===== config.mk =====
export PLATFORM = sky130hd
export DESIGN_NAME = flow_age_mgr
export DESIGN_NICKNAME = d
export VERILOG_FILES = /design/src/rtl/flow_age_mgr.sv
export SDC_FILE = /design/constraint.sdc
export NUM_CORES = 1
export LEC_CHECK = 0
export ABC_CLOCK_PERIOD_IN_PS = 5000
export BUFFER_PORTS_ARGS = -buffer_cell sky130_fd_sc_hd__buf_4
export CAP_MARGIN = 30
export CORE_MARGIN = 5
export CORE_UTILIZATION = 40
export DETAILED_ROUTE_END_ITERATION = 10
export HOLD_SLACK_MARGIN = 0.12
export PLACE_DENSITY = 0.53
export SLEW_MARGIN = 20
export SYNTH_ARGS = -nofsm -noshare
export SYNTH_HDL_FRONTEND = slang
export SYNTH_SLANG_ARGS = --single-unit

===== constraint.sdc =====
create_clock -name clk -period 5 [get_ports clk]
set_input_delay 0.75 -clock clk [delete_from_list [all_inputs] [get_ports clk]]
set_output_delay 0.75 -clock clk [all_outputs]
set_load 0.01 [all_outputs]

===== src/rtl/flow_age_mgr.sv =====
module flow_age_mgr #(
  parameter int ROWS   = 16,
  parameter int RATE_W = 12,
  localparam int AW = $clog2(ROWS),
  localparam int CW = $clog2(ROWS + 1)
) (
  input  logic              clk,
  input  logic              rst_n,
  input  logic [RATE_W-1:0] cfg_interval,
  input  logic [CW-1:0]     cfg_high,
  input  logic              ref_valid,
  input  logic [AW-1:0]     ref_row,
  input  logic              del_ack,
  input  logic [AW-1:0]     ack_row,
  output logic              rec_valid,
  output logic [1:0]        rec_kind,
  output logic [AW-1:0]     rec_row,
  output logic              del_valid,
  output logic [AW-1:0]     del_row,
  output logic [CW-1:0]     occupancy,
  output logic              fast_mode
);
  localparam logic [2:0] A_EMPTY = 3'd0;
  localparam logic [2:0] A_PEND  = 3'd1;
  localparam logic [2:0] A_LAST  = 3'd2;
  localparam logic [2:0] A_FULL  = 3'd7;
  localparam logic [1:0] K_UPD   = 2'b01;
  localparam logic [1:0] K_NEW   = 2'b10;

  logic [2:0]        age [ROWS];
  logic [AW-1:0]     ptr;
  logic [RATE_W-1:0] cnt;

  logic [2:0] cur, ref_age;
  logic       tick, ref_ok, create, hit, expire, ack_ok;

  assign fast_mode = occupancy > cfg_high;
  assign tick      = fast_mode || (cnt >= cfg_interval);
  assign cur       = age[ptr];
  assign ref_age   = age[ref_row];
  assign ref_ok    = ref_valid && (ref_age != A_PEND);
  assign create    = ref_ok && (ref_age == A_EMPTY);
  assign hit       = tick && !(ref_ok && ref_row == ptr);
  assign expire    = hit && (cur == A_LAST);
  assign ack_ok    = del_ack && (age[ack_row] == A_PEND);

  always_ff @(posedge clk) begin
    if (!rst_n) begin
      for (int i = 0; i < ROWS; i++) age[i] <= A_EMPTY;
    end else begin
      for (int i = 0; i < ROWS; i++) begin
        if (ref_ok && ref_row == AW'(i))
          age[i] <= A_FULL;
        else if (hit && ptr == AW'(i) && cur >= A_LAST)
          age[i] <= (cur == A_LAST) ? A_PEND : cur - 3'd1;
        else if (ack_ok && ack_row == AW'(i))
          age[i] <= A_EMPTY;
      end
    end
  end

  always_ff @(posedge clk) begin
    if (!rst_n) begin
      ptr <= '0;
      cnt <= '0;
    end else if (tick) begin
      ptr <= ptr + AW'(1);
      cnt <= '0;
    end else begin
      cnt <= cnt + RATE_W'(1);
    end
  end

  always_ff @(posedge clk) begin
    if (!rst_n)
      occupancy <= '0;
    else if (create && !ack_ok)
      occupancy <= occupancy + CW'(1);
    else if (ack_ok && !create)
      occupancy <= occupancy - CW'(1);
  end

  always_ff @(posedge clk) begin
    if (!rst_n) begin
      rec_valid <= 1'b0;
      rec_kind  <= 2'b00;
      rec_row   <= '0;
      del_valid <= 1'b0;
      del_row   <= '0;
    end else begin
      rec_valid <= ref_ok;
      rec_kind  <= create ? K_NEW : K_UPD;
      rec_row   <= ref_row;
      del_valid <= expire;
      del_row   <= ptr;
    end
  end
endmodule



==> impl_metrics.csv <==
group,metric,value,unit
die,rows,43,
place,detailed_place_hpwl,13000,um
power,leakage,2.39,nW
die,die_y,129,um
global_route,grt_pass1_wl,26500,um
finish,final_cells,786,
yosys,postSynthCellCount,574,
yosys,synth_area_per_cell,9.87,um2
timing,timing.final.crit_share,0.823,
timing,worst_slew_pin_slew,847,ps
yosys,yosys-top-cells-count,"nor2_1, edfxtp_1, dfxtp_1",
route,drc,0,
setup_path,endpoint_kind,"register",
place,place_inst,770,
yosys,synth_edf_count,48,
yosys,ys_warn_count,0,
route,wire_per_inst,21.6,um
route,drtPass1Iterations,5,
clocking,root_buffer,"clkbuf_16",
finish,antennaDiodeCount,0,
finish,final_util,0.460,
clocking,cts.sinks,85,
route,num_vias,4830,
clocking,cts-htree-levels,3,
die,io_pins,47,
timing,fmax,243,MHz
yosys,seq_area_frac_synth,0.385,
timing,worst_slack,886,ps
yosys,synth_ff_type,"edfxtp_1",
global_route,first_global_vias,4767,
route,ant_nets,0,
global_route,grt_max_degree,40,
clocking,cts_resized,0,
route,vias_per_cell,6.15,
finish,areaGrowthSynthToFinish,12.7,%
yosys,synth_top_area_cell,"edfxtp_1",
place,post-place-ws,548,ps
route,detail_route.iter0.violations,417,
finish,layout.nets,659,
hold_path,worstHoldStart,"cnt[0]",
yosys,yosysMostFrequentCell,"nor2_1",
clocking,postCtsSetupBuffers,0,
timing,slew_headroom,0.435,
setup_path,cp-startpoint,"ref_row[0]",
yosys,synth-seq-cells,85,
global_route,antenna_found_initial,0,
yosys,ys_top_cells_by_area,"edfxtp_1, dfxtp_1, mux4_2",
yosys,synth.distinct_cells,61,
timing,finalMaxSlewViolations,0,
setup_path,worstPathRequired,5250,ps
yosys,yosys.area.top_type_share,0.255,
setup_path,path_max_fanout,21,
power,powerDensity,333,nW/um2
flow_run,drv_cap,0,
setup_path,critPathKind,"input port to register",
route,wirelength,17000,um
place,placement.io_buffers,46,
timing,hold_viol,0,
yosys,syn-num-nets,632,
global_route,grt_use_total,0.209,
global_route,gr-total-overflow,0,
timing,period_minus_slack,4110,ps
die,start_util,0.408,
die,core_region_area,13900,um2
timing,rsz0062_at_grt,"no",
clocking,cts_buffer_depth,2,
clocking,cts_tree,"built",
hold_path,hold_path.class,"register to register",
place,routabilityCongestion,0.935,
timing,skew,6.26,ps
yosys,ys_async_sr_fraction,0,
clocking,clk_pin_slew,60,ps
die,die_area,16600,um2
timing,fin_setup_tns,0,ps
setup_path,worstPathArrival,4370,ps
clocking,cts_buffers,9,
timing,setup_viol,0,
yosys,synthesis.area,5660,um2
power,ir_drop,0.187,mV
die,die_width,129,um
outcome,status,"complete, no violations",
clocking,insertion_delay,330,ps
finish,drive_above_1_share,0.172,
setup_path,worst_setup_path_start_kind,"input port",
clocking,cts_hold_buf,0,
## path summary, 6_finish.rpt
| check | slack (ps) | end | cells after the start |
|---|---|---|---|
| worst max-delay path | 890 | occupancy[4] | 14 |
| worst min-delay path | 460 | cnt[0] | 1 |
| worst max register to register | 970 | age[3][1] | 10 |
| worst min register to register | 460 | cnt[0] | 1 |
## cells in the final DEF (no fill, tap or decap), types with 9 or more instances in the layout
cell / Yosys / final
nand3_1: 21 / 21
nor2b_1: 10 / 10
a41oi_1: 11 / 11
o31ai_1: 16 / 16
mux2i_1: 13 / 13
nand2_1: 34 / 34
and2_1: 10 / 10
o21ai_0: 24 / 24
clkbuf_16: 0 / 9
a31oi_1: 13 / 13
dfxtp_1: 37 / 37
a21oi_1: 30 / 30
buf_4: 0 / 51
nor3_1: 9 / 9
ha_1: 28 / 28
xor2_1: 13 / 13
inv_1: 32 / 32
nor2_1: 63 / 63
edfxtp_1: 48 / 48
mux4_2: 25 / 25
nand4_1: 15 / 15
## metal layers
metal / GRT usage / share of wire / vias to the layer above
li1: - / - / 2222
met1: 0.292 / 0.44 / 2340
met2: 0.323 / 0.45 / 225
met3: 0.0369 / 0.077 / 43
met4: 0.0797 / 0.032 / 0
met5: 0 / 0 / -
## power breakdown
group	switching (W)	leakage [nW]	internal [W]
registers	0.0000687	0.789	0.000795
logic	0.000410	1.46	0.000253
clock network	0.000258	0.135	0.000342
## per-stage QoR
step	instance area [um2]	hold slack, ps	power, W
final	6380	462	0.00213
after global routing	6380	502	0.00224
after CTS	6380	471	0.00213
after detailed placement	6120	457	0.00153
after global placement	6120	448	0.00152
after floorplan	5660	430	0.00130
## worst max-delay path, stage by stage
cell	delay, ps
buf_4	310
mux4_1	610
a22oi_1	190
and3_1	260
nand2_1	80
nor3_1	520
ha_1	340
inv_1	110
ha_1	320
a21o_1	170
a21oi_1	170
xnor2_1	90
or3_1	310
a21oi_1	130
## cell families after synthesis
logic type      count (synthesis)  share of synthesized area
compound gates                135                      0.162
xor+xnor                       21                     0.0325
fa+ha+maj                      29                     0.0654
buf+inv                        67                     0.0484
flops                          85                      0.385
mux                            42                      0.133
simple gates                  195                      0.173
## final cells by class
class,count,area [um2]
timing repair buffer,51,383
fill,1330,7500
multi-input combinational,422,3210
tap,180,225
clock inverter,4,23.8
clock buffer,12,240
inverter,32,120
sequential,85,2180
## state kept, by name, summed over array words and instances, names as in the netlist, named ones only
name,flops
age,48
cnt,12
del_row,4
del_valid,1
occupancy,5
ptr,4
rec_kind,2
rec_row,4
rec_valid,1
No activity file was read; power rests on OpenSTA's default activity.
